<file path="config.mk">
export PLATFORM = sky130hd
export DESIGN_NAME = trc_msg_packetizer
export DESIGN_NICKNAME = d
export VERILOG_FILES = /design/src/rtl/trc_pkg.sv /design/src/rtl/trc_src_slot.sv /design/src/rtl/trc_rr_arb.sv /design/src/rtl/trc_serializer.sv /design/src/rtl/trc_msg_packetizer.sv
export SDC_FILE = /design/constraint.sdc
export NUM_CORES = 1
export LEC_CHECK = 0
export BUFFER_PORTS_ARGS = -buffer_cell sky130_fd_sc_hd__clkbuf_2
export CAP_MARGIN = 25
export CORE_MARGIN = 4
export CORE_UTILIZATION = 54
export CTS_BUF_LIST = sky130_fd_sc_hd__clkbuf_8 sky130_fd_sc_hd__clkbuf_16
export DETAILED_ROUTE_END_ITERATION = 12
export PLACE_DENSITY = 0.73
export SLEW_MARGIN = 0
export SYNTH_ARGS = -nofsm -noshare
export SYNTH_HDL_FRONTEND = slang
export SYNTH_SLANG_ARGS = --single-unit
</file>
<file path="constraint.sdc">
create_clock -name clk_i -period 3.45 [get_ports clk_i]
set_clock_uncertainty 0.1 [all_clocks]
set_input_delay 0.1725 -clock clk_i [delete_from_list [all_inputs] [get_ports clk_i]]
set_output_delay 0.1725 -clock clk_i [all_outputs]
set_load 0.005 [all_outputs]
</file>
<file path="src/rtl/trc_pkg.sv">
package trc_pkg;
  localparam int unsigned NIB_W = 4;
  localparam int unsigned TC_W  = 6;
  localparam int unsigned SRC_W = 4;

  typedef enum logic [1:0] {
    MS_IDLE    = 2'b00,
    MS_PKT_END = 2'b01,
    MS_BEAT    = 2'b10,
    MS_MSG_END = 2'b11
  } mseo_e;

  typedef enum logic [2:0] {
    PH_TC_LO,
    PH_TC_HI,
    PH_SRC,
    PH_CNT,
    PH_ADR
  } phase_e;

  // nibbles needed for a trimmed value, at least one
  function automatic int unsigned var_beats(input logic [63:0] v);
    int unsigned hi;
    hi = 1;
    for (int i = 0; i < 64; i++) begin
      if (v[i]) hi = i + 1;
    end
    return (hi + NIB_W - 1) / NIB_W;
  endfunction
endpackage

</file>
<file path="src/rtl/trc_src_slot.sv">
module trc_src_slot
  import trc_pkg::*;
#(
  parameter int unsigned ADDR_W   = 16,
  parameter int unsigned ICNT_W   = 8,
  parameter int unsigned ADDR_NIB = 4,
  parameter int unsigned BW       = 3
) (
  input  logic              clk_i,
  input  logic              rst_ni,
  input  logic              valid_i,
  output logic              ready_o,
  input  logic              sync_i,
  input  logic [ICNT_W-1:0] icnt_i,
  input  logic [ADDR_W-1:0] addr_i,
  input  logic              take_i,
  output logic              full_o,
  output logic              sync_o,
  output logic [ICNT_W-1:0] icnt_o,
  output logic [ADDR_W-1:0] pay_o,
  output logic [BW-1:0]     pay_beats_o
);
  logic              full_q, sync_q, seen_q;
  logic [ICNT_W-1:0] icnt_q;
  logic [ADDR_W-1:0] addr_q, ref_q;

  assign ready_o = ~full_q;
  assign full_o  = full_q;

  always_ff @(posedge clk_i or negedge rst_ni) begin
    if (!rst_ni) begin
      full_q <= 1'b0;
      sync_q <= 1'b0;
      seen_q <= 1'b0;
      icnt_q <= '0;
      addr_q <= '0;
      ref_q  <= '0;
    end else begin
      if (valid_i && !full_q) begin
        full_q <= 1'b1;
        sync_q <= sync_i;
        icnt_q <= icnt_i;
        addr_q <= addr_i;
      end else if (take_i) begin
        full_q <= 1'b0;
      end
      if (take_i) begin
        ref_q  <= addr_q;
        seen_q <= 1'b1;
      end
    end
  end

  // first message after reset is always sync
  assign sync_o = sync_q | ~seen_q;
  assign icnt_o = icnt_q;
  assign pay_o  = sync_o ? addr_q : (addr_q ^ ref_q);
  assign pay_beats_o = sync_o ? BW'(ADDR_NIB) : BW'(var_beats(64'(pay_o)));
endmodule

</file>
<file path="src/rtl/trc_rr_arb.sv">
module trc_rr_arb #(
  parameter int unsigned N  = 4,
  parameter int unsigned IW = 2
) (
  input  logic          clk_i,
  input  logic          rst_ni,
  input  logic [N-1:0]  req_i,
  input  logic          advance_i,
  output logic [N-1:0]  grant_o,
  output logic [IW-1:0] gidx_o
);
  logic [IW-1:0] ptr_q;
  logic          found;
  int unsigned   idx;

  always_comb begin
    grant_o = '0;
    gidx_o  = '0;
    found   = 1'b0;
    idx     = 0;
    for (int k = 1; k <= int'(N); k++) begin
      idx = (int'(ptr_q) + k) % N;
      if (!found && req_i[idx]) begin
        found        = 1'b1;
        grant_o[idx] = 1'b1;
        gidx_o       = IW'(idx);
      end
    end
  end

  always_ff @(posedge clk_i or negedge rst_ni) begin
    if (!rst_ni) ptr_q <= IW'(N - 1);
    else if (advance_i && found) ptr_q <= gidx_o;
  end
endmodule

</file>
<file path="src/rtl/trc_serializer.sv">
module trc_serializer
  import trc_pkg::*;
#(
  parameter int unsigned      ADDR_W  = 16,
  parameter int unsigned      ICNT_W  = 8,
  parameter int unsigned      BW      = 3,
  parameter logic [TC_W-1:0]  SYNC_TC = 6'h09,
  parameter logic [TC_W-1:0]  BR_TC   = 6'h04
) (
  input  logic              clk_i,
  input  logic              rst_ni,
  input  logic              load_i,
  input  logic              sync_i,
  input  logic [SRC_W-1:0]  src_i,
  input  logic [ICNT_W-1:0] icnt_i,
  input  logic [ADDR_W-1:0] pay_i,
  input  logic [BW-1:0]     pay_beats_i,
  output logic              free_o,
  output logic [NIB_W-1:0]  data_o,
  output logic [1:0]        mseo_o
);
  localparam int unsigned CSW = ((ICNT_W + NIB_W - 1) / NIB_W) * NIB_W;
  localparam int unsigned ASW = ((ADDR_W + NIB_W - 1) / NIB_W) * NIB_W;

  logic             active_q;
  phase_e           phase_q;
  logic [TC_W-1:0]  tc_q;
  logic [SRC_W-1:0] src_q;
  logic [CSW-1:0]   cnt_sh;
  logic [ASW-1:0]   adr_sh;
  logic [BW-1:0]    cnt_left, adr_left;
  logic             last;

  assign last   = active_q && (phase_q == PH_ADR) && (adr_left == BW'(1));
  assign free_o = ~active_q | last;

  always_ff @(posedge clk_i or negedge rst_ni) begin
    if (!rst_ni) begin
      active_q <= 1'b0;
      phase_q  <= PH_TC_LO;
      tc_q     <= '0;
      src_q    <= '0;
      cnt_sh   <= '0;
      adr_sh   <= '0;
      cnt_left <= '0;
      adr_left <= '0;
    end else if (load_i) begin
      active_q <= 1'b1;
      phase_q  <= PH_TC_LO;
      tc_q     <= sync_i ? SYNC_TC : BR_TC;
      src_q    <= src_i;
      cnt_sh   <= CSW'(icnt_i);
      cnt_left <= BW'(var_beats(64'(icnt_i)));
      adr_sh   <= ASW'(pay_i);
      adr_left <= pay_beats_i;
    end else if (active_q) begin
      unique case (phase_q)
        PH_TC_LO: phase_q <= PH_TC_HI;
        PH_TC_HI: phase_q <= PH_SRC;
        PH_SRC:   phase_q <= PH_CNT;
        PH_CNT: begin
          cnt_sh   <= cnt_sh >> NIB_W;
          cnt_left <= cnt_left - BW'(1);
          if (cnt_left == BW'(1)) phase_q <= PH_ADR;
        end
        PH_ADR: begin
          adr_sh   <= adr_sh >> NIB_W;
          adr_left <= adr_left - BW'(1);
          if (adr_left == BW'(1)) active_q <= 1'b0;
        end
        default: active_q <= 1'b0;
      endcase
    end
  end

  always_comb begin
    data_o = '0;
    mseo_o = MS_IDLE;
    if (active_q) begin
      unique case (phase_q)
        PH_TC_LO: begin data_o = tc_q[3:0];         mseo_o = MS_BEAT; end
        PH_TC_HI: begin data_o = {2'b00, tc_q[5:4]}; mseo_o = MS_BEAT; end
        PH_SRC:   begin data_o = src_q;             mseo_o = MS_BEAT; end
        PH_CNT: begin
          data_o = cnt_sh[NIB_W-1:0];
          mseo_o = (cnt_left == BW'(1)) ? MS_PKT_END : MS_BEAT;
        end
        PH_ADR: begin
          data_o = adr_sh[NIB_W-1:0];
          mseo_o = (adr_left == BW'(1)) ? MS_MSG_END : MS_BEAT;
        end
        default: begin data_o = '0; mseo_o = MS_IDLE; end
      endcase
    end
  end
endmodule

</file>
<file path="src/rtl/trc_msg_packetizer.sv">
module trc_msg_packetizer
  import trc_pkg::*;
#(
  parameter int unsigned     N_SRC   = 4,
  parameter int unsigned     ADDR_W  = 16,
  parameter int unsigned     ICNT_W  = 8,
  parameter logic [5:0]      SYNC_TC = 6'h09,
  parameter logic [5:0]      BR_TC   = 6'h04
) (
  input  logic                      clk_i,
  input  logic                      rst_ni,
  input  logic [N_SRC-1:0]          ev_valid_i,
  output logic [N_SRC-1:0]          ev_ready_o,
  input  logic [N_SRC-1:0]          ev_sync_i,
  input  logic [N_SRC*ICNT_W-1:0]   ev_icnt_i,
  input  logic [N_SRC*ADDR_W-1:0]   ev_addr_i,
  output logic [3:0]                aux_data_o,
  output logic [1:0]                aux_mseo_o
);
  localparam int unsigned IW       = (N_SRC > 1) ? $clog2(N_SRC) : 1;
  localparam int unsigned ADDR_NIB = (ADDR_W + NIB_W - 1) / NIB_W;
  localparam int unsigned ICNT_NIB = (ICNT_W + NIB_W - 1) / NIB_W;
  localparam int unsigned MAX_NIB  = (ADDR_NIB > ICNT_NIB) ? ADDR_NIB : ICNT_NIB;
  localparam int unsigned BW       = $clog2(MAX_NIB + 1);

  logic [N_SRC-1:0]  slot_full, slot_sync, grant, take;
  logic [ICNT_W-1:0] slot_icnt  [N_SRC];
  logic [ADDR_W-1:0] slot_pay   [N_SRC];
  logic [BW-1:0]     slot_beats [N_SRC];
  logic [IW-1:0]     gidx;
  logic              ser_free, load;

  assign load = ser_free & (|slot_full);
  assign take = grant & {N_SRC{load}};

  for (genvar i = 0; i < N_SRC; i++) begin : g_slot
    trc_src_slot #(
      .ADDR_W(ADDR_W), .ICNT_W(ICNT_W), .ADDR_NIB(ADDR_NIB), .BW(BW)
    ) u_slot (
      .clk_i       (clk_i),
      .rst_ni      (rst_ni),
      .valid_i     (ev_valid_i[i]),
      .ready_o     (ev_ready_o[i]),
      .sync_i      (ev_sync_i[i]),
      .icnt_i      (ev_icnt_i[i*ICNT_W +: ICNT_W]),
      .addr_i      (ev_addr_i[i*ADDR_W +: ADDR_W]),
      .take_i      (take[i]),
      .full_o      (slot_full[i]),
      .sync_o      (slot_sync[i]),
      .icnt_o      (slot_icnt[i]),
      .pay_o       (slot_pay[i]),
      .pay_beats_o (slot_beats[i])
    );
  end

  trc_rr_arb #(.N(N_SRC), .IW(IW)) u_arb (
    .clk_i     (clk_i),
    .rst_ni    (rst_ni),
    .req_i     (slot_full),
    .advance_i (load),
    .grant_o   (grant),
    .gidx_o    (gidx)
  );

  trc_serializer #(
    .ADDR_W(ADDR_W), .ICNT_W(ICNT_W), .BW(BW), .SYNC_TC(SYNC_TC), .BR_TC(BR_TC)
  ) u_ser (
    .clk_i       (clk_i),
    .rst_ni      (rst_ni),
    .load_i      (load),
    .sync_i      (slot_sync[gidx]),
    .src_i       (SRC_W'(gidx)),
    .icnt_i      (slot_icnt[gidx]),
    .pay_i       (slot_pay[gidx]),
    .pay_beats_i (slot_beats[gidx]),
    .free_o      (ser_free),
    .data_o      (aux_data_o),
    .mseo_o      (aux_mseo_o)
  );
endmodule

</file>
* Word-level counts from Yosys, hierarchy flattened
Cells that the tools add are included.
Storage, ports and cells: register bits after elaboration 216, bits of input ports 106, output and inout bits 10, word-level logic and storage cells 276
Cells by class: $add $sub $neg 16, magnitude comparators 10, equal/unequal tests 7, muxes and demuxes 150, bitwise operators 24, reduce and logical (&&, ||, !) cells 36
Operators by type and width (number):
- $mux W4 | 39
- $mux W16 | 9
- $mux W3 | 35
- $xor A16 B16 Y16 | 4
- $mux W8 | 5
- $bmux W16 S2 | 1
- $mux W2 | 16
- $add A5 B3 Y5 const B | 5
- $mux W1 | 25
- $mux W5 | 5
- $sub A5 B1 Y5 const B | 5
- $pmux W4 S5 | 1
- $bmux W8 S2 | 1
- $lt A2 B3 Y1 const B | 5
- $logic_and A1 B1 Y1 | 14
- $reduce_bool A2 Y1 | 7
- $or A4 B4 Y4 | 3
- $pmux W3 S4 | 1
- $bmux W1 S2 | 5
- $eq A3 B1 Y1 const B | 3
- $not A1 Y1 | 9
- $demux W1 S2 | 4
- $ge A2 B1 Y1 const B | 4
- $reduce_or A4 Y1 | 2
- 20 further kinds | 35

* Longest topological paths before layout
depth after elaboration 28, gate-level depth with buffers 15, mapped depth without buffers 9

* Cells and area by module
A second synthesis with hierarchy kept.
Unflattened totals: cells, all modules 999, area total of the unflattened synthesis 11762.5 um^2
By module, submodules not included:
- trc_src_slot | times used 4, cells each 170, area each 2072.0 um^2, sequential area each 1076.0 um^2
- trc_serializer | times used 1, cells each 213, area each 2064.5 um^2, sequential area each 1001.0 um^2
- trc_msg_packetizer | times used 1, cells each 40, area each 767.0 um^2, sequential area each 0.0 um^2
- trc_rr_arb | times used 1, cells each 66, area each 643.1 um^2, sequential area each 52.6 um^2

* Worst setup path after synthesis
No wires, ideal clock.
path kind flip-flop to flip-flop, start register u_arb.ptr_q[0], end register u_ser.cnt_left[0], setup time 0.066 ns, data arrival time 3.569 ns, required time 3.284 ns, path slack -0.286 ns, stages on the path, launching flop included 13, buffers on the path 3, period minus slack after synthesis 3.736 ns, cells stage by stage dfstp_2 > buf_6 > clkbuf_1 > inv_1 > ha_1 > clkbuf_1 > mux4_2 > or2_4 > o21bai_1 > a21oi_4 > mux2_4 > nor4b_2 > o32a_1
On the way: longest elaborated chain between the ends 28, elaborated cells on any way between the ends 40, classes of those cells add/sub: 6; mux: 27; bitwise: 1; reduce/logical: 6
Ends and longest elaborated chain:
- start, declared | line trc_rr_arb.sv:12 | logic [IW-1:0] ptr_q;
- start signal, assigned | line trc_rr_arb.sv:32 | if (!rst_ni) ptr_q <= IW'(N - 1);
- start signal, assigned | line trc_rr_arb.sv:33 | else if (advance_i && found) ptr_q <= gidx_o;
- $add A2 B1 Y2 | line trc_rr_arb.sv:22 | idx = (int'(ptr_q) + k) % N;
- $bmux W1 S2 | line trc_rr_arb.sv:23 | if (!found && req_i[idx]) begin
- $mux W1 (implied by the code) | line trc_rr_arb.sv:23
- $mux W1 | line trc_rr_arb.sv:23
- $logic_not A1 Y1 | line trc_rr_arb.sv:23
- $logic_and A1 B1 Y1 | line trc_rr_arb.sv:23
- $mux W1 | line trc_rr_arb.sv:23
- $logic_not A1 Y1 | line trc_rr_arb.sv:23
- (+7 left out)
- $mux W8 (implied by the code) * (2 in series) | line trc_msg_packetizer.sv:73 | .icnt_i (slot_icnt[gidx]),
- $mux W2 (2 in series) | line trc_pkg.sv:26 | if (v[i]) hi = i + 1;
- $mux W3 (4 in series) | line trc_pkg.sv:26
- $mux W4 * | line trc_pkg.sv:26
- $mux W5 * | line trc_serializer.sv:47 | end else if (load_i) begin
- $add A5 B3 Y5 * | line trc_pkg.sv:28 | return (hi + NIB_W - 1) / NIB_W;
- $sub A5 B1 Y5 * | line trc_pkg.sv:28
- $mux W3 * | line trc_serializer.sv:47
- end signal, assigned | line trc_serializer.sv:53 | cnt_left <= BW'(var_beats(64'(icnt_i)));
- end signal, assigned | line trc_serializer.sv:63 | cnt_left <= cnt_left - BW'(1);
- end, declared | line trc_serializer.sv:31 | logic [BW-1:0] cnt_left, adr_left;
Mark *: on every way between the ends. The rest lies on a longest branch, timed or not. The select of a mux whose other input is x is not followed. A chain may end at the register's enable or synchronous reset.

* Final worst setup path
start register u_arb.ptr_q[1], end register u_ser.cnt_left[0]
The elaborated chain is that of the path after synthesis.

==> metrics list <==
- Internal power comes to about 8.9 mW.
- Most common flop cell mapped by yosys: dfrtp_1
- CTS H-tree lvls: 1
* GPL Wtd Cong: about 0.87
- VDD sags by at most 0.000583 V.
- Clock transition at path regs: approximately 0.060 ns
- Sequential cells were found to cover between 40% and 50% of the synthesized design area.
- Counting distinct cell types in the post-synthesis netlist gives 65.
- Remaining antenna violation count after routing: 0
- The die is around 150 microns tall.
- Largest net degree at the start of global routing: 95
- Final Cycle Share: 94.5%
- Highest-count cells in the layout ignoring fill and taps: 210 x dfrtp_1, 138 x mux2_2, 127 x nand2_1, 114 x clkbuf_2, 102 x dlygate4sd3_1
- Fmax achieved: ~310 MHz
- Initial core utilization: between 50% and 60%
- Pwr dens: around 1100 mW/mm^2
- Each instance of the synthesized netlist takes up on average roughly 11 sq um.
- Port buffer count: between 100 and 150
- For this run, design rule violations remaining after detail routing come to 0.
* Post-Route Hold Slack: around 0.034 ns
* Number of iterations in the first detailed-routing pass: 5
* TritonCTS clock tree: done
* Power consumption: roughly 15 mW
- Share of final-layout standard cells stronger than drive strength 1: a little over a quarter
- Via density per instance: 5.64
- The clock network burns 16.1% of the power.
- In this run, the number of DRC markers left after iteration 0 of detailed routing was around 550.
- Detailed placer's ending HPWL: 19300 microns
* Syn nets: ~1200
- The worst hold path belongs to the class input port to flip-flop.
* Worst Path Arrival: approximately 3.6 ns
* Share of power burned in combinational logic: slightly above 50%
- Remaining global-route overflow: 0
* Sequential power share: approximately a third
- Floorplan row count: 53
- Post-route insts no fill: 1584
* Via count: 8936
- Die ar.: approximately 0.024 sq mm
- Cell leakage power: 6.29 nW
- Slew @ Worst Pin: slightly below 1 ns
* Synthesized cell area: between 0.01 and 0.015 sq mm
* Library cell used as clock root buffer: clkbuf_16
- Setup violations remaining at the end of the flow were counted as 0.
- GR Util All Layers: 24.2%
- Number of slew-limit violations in the final report: 0
* Synthesis-to-layout area growth: 24.2%
- Counting tap cells, the placed design contains a total of about 1400 instances.
* Switching part of the total power: 42.4%
- The number of antenna violations at the first check in global routing is 0.
- Dividing the detail-routed wire length by the instance count gives around 18 microns.
- Clock Sinks: 212
- Sw power: about 6.5 mW
- From left edge to right edge, the die measures ~150 microns.
* RSZ-0062 raised after global routing: false
* Normalized max-slew margin: 35.8%
- Crit end category: flip-flop
- In the synthesized netlist, the number of instances is around 1100.
- Final hold violation count: 0
* Startpoint type of the worst setup path: flip-flop
- Number of synthesized flops with an enable pin: 0
- Maximum Capacitance Violations: 0
- Pin placement for this block handled roughly 120 I/O pins.
- The core region is roughly 0.021 sq mm.
* Synthesis-stage register bit count: ~210
* Number of nets at the end of the flow: 1411
- The via count of the first global-routing pass was around 9000.
- Ant diodes: 0
- Fraction of registers with async set or reset after synthesis: 100%
- Yosys synthesis warning count: 0
- The first global-routing pass estimated 46900 microns of wire.
* CTS Buf Count: 24
* Peak fanout along the critical path: 20
- The routed design could run at a clock period as short as 3.26 ns.
- The run finished with clean final reports.
* Worst-skew pair later-pin latency: 0.53 ns
* Critical Path RT: about 3.8 ns
- Path type of the worst setup path: flip-flop to flip-flop
- Final wirelength: about 29000 microns
- Counting along the longest clock path gives a buffer depth of 3.
- Leaving out fill and tap cells, the most frequent cell in the layout is dfrtp_1.
## power groups by stage
| stage | Combinational (mW) | Clock [mW] | Sequential (mW) |
|---|---|---|---|
| 2_1_floorplan | 5.83 | 0 | 4.61 |
| 3_3_place_gp | 7.36 | 0 | 5.00 |
| 3_5_place_dp | 7.52 | 0 | 5.07 |
| 4_1_cts | 7.66 | 2.51 | 5.04 |
| 5_1_grt | 8.58 | 2.63 | 5.25 |
| 6_report | 7.83 | 2.48 | 5.05 |
## layout make-up
type,count,area (sq um)
Inverter,12,45.0
Timing Repair Buffer,255,1920
Sequential cell,212,5310
Multi-Input combinational cell,788,5900
Fill cell,1509,6730
Clock buffer,29,669
Tap cell,275,344
Clock inverter,13,106
## cell usage after synthesis, types with 26 or more instances
library cell,count,area share [%]
a21oi_1,33,1.4
nor2_1,67,2.2
xnor2_1,46,3.5
nand3_1,35,1.5
dfrtp_1,210,46
mux2i_1,28,2.4
mux2_2,138,13
mux2_1,32,3.1
xor2_1,46,3.5
clkbuf_1,38,1.2
o21ai_0,26,1.1
nand2_1,128,4.2
## timing repair
action	in CTS	in global routing
buffers inserted	0	2
endpoints found under the hold margin	188	0
endpoints found under the setup margin	0	81
gates resized for setup	0	9
hold buffers	102	0
## worst max-delay path: stages (launching register included)
cell and delay [ns]:
dfstp_2 0.53, inv_1 0.09, ha_2 0.43, mux4_2 0.40, a211o_1 0.34, nand2_4 0.26, mux2i_1 0.36, o21ai_0 0.15
nor4b_2 0.32, o32a_1 0.20
## state kept, by name, summed over array words and instances, names as in the netlist
name,count
u_ser.cnt_left,3
g_slot.u_slot.sync_q,4
u_ser.active_q,1
u_arb.ptr_q,2
g_slot.u_slot.ref_q,64
u_ser.tc_q,2
u_ser.cnt_sh,8
u_ser.src_q,2
u_ser.phase_q,3
g_slot.u_slot.addr_q,64
u_ser.adr_left,3
g_slot.u_slot.full_o,4
g_slot.u_slot.seen_q,4
g_slot.u_slot.icnt_o,32
u_ser.adr_sh,16
## final timing paths
check | startpoint | end | slack [ns] | cells after the start
max | u_arb.ptr_q[1]$_DFFE_PN1P_ | u_ser.cnt_left[0]$_DFFE_PN0P_ | 0.19 | 9
min | ev_valid_i[2] | g_slot[2].u_slot.full_o$_DFFE_PN0P_ | 0.03 | 3
max reg2reg | u_arb.ptr_q[1]$_DFFE_PN1P_ | u_ser.cnt_left[0]$_DFFE_PN0P_ | 0.19 | 9
min reg2reg | g_slot[1].u_slot.seen_q$_DFFE_PN0P_ | g_slot[1].u_slot.seen_q$_DFFE_PN0P_ | 0.38 | 1
max in group asynchronous | rst_ni | g_slot[2].u_slot.addr_q[8]$_DFFE_PN0P_ | 2.16 | 3
min in group asynchronous | rst_ni | g_slot[2].u_slot.icnt_o[0]$_DFFE_PN0P_ | 0.19 | 2
## cell families (layout without fill, tap and decap cells)
| kind of cell | Yosys count | in the layout | synth area share [%] |
|---|---|---|---|
| adders and majority gates | 12 | 12 | 1.30 |
| DFF | 212 | 212 | 46.1 |
| buffers and inverters | 81 | 309 | 3.13 |
| xor gates and xnor gates | 92 | 92 | 7.00 |
| and+or+nand+nor | 305 | 305 | 12.4 |
| AOI/OAI and AO/OA | 176 | 176 | 10.0 |
| muxes | 203 | 203 | 20.0 |
## stage by stage
step	TNS [ns]	cell area [sq um]	utilization, %	setup WS (ns)
after floorplan	-0.00432	11500	-	-0.00432
after global placement	0	12400	59.1	0.141
after detailed placement	0	12400	59.1	0.0414
after CTS	0	14200	67.7	0.0136
after global routing	0	14300	68.0	0.0442
final	0	14300	68.0	0.189
## routing by layer
layer  up-vias  global-route usage, %  wire length (microns)
li1       4236                      -                      -
met1      4390                   32.6                  12400
met2       242                   40.5                  14000
met3        68                   3.49                   1340
met4         0                   7.74                    922
met5         -                      0                      0
Power figures use the tool's default switching activity.
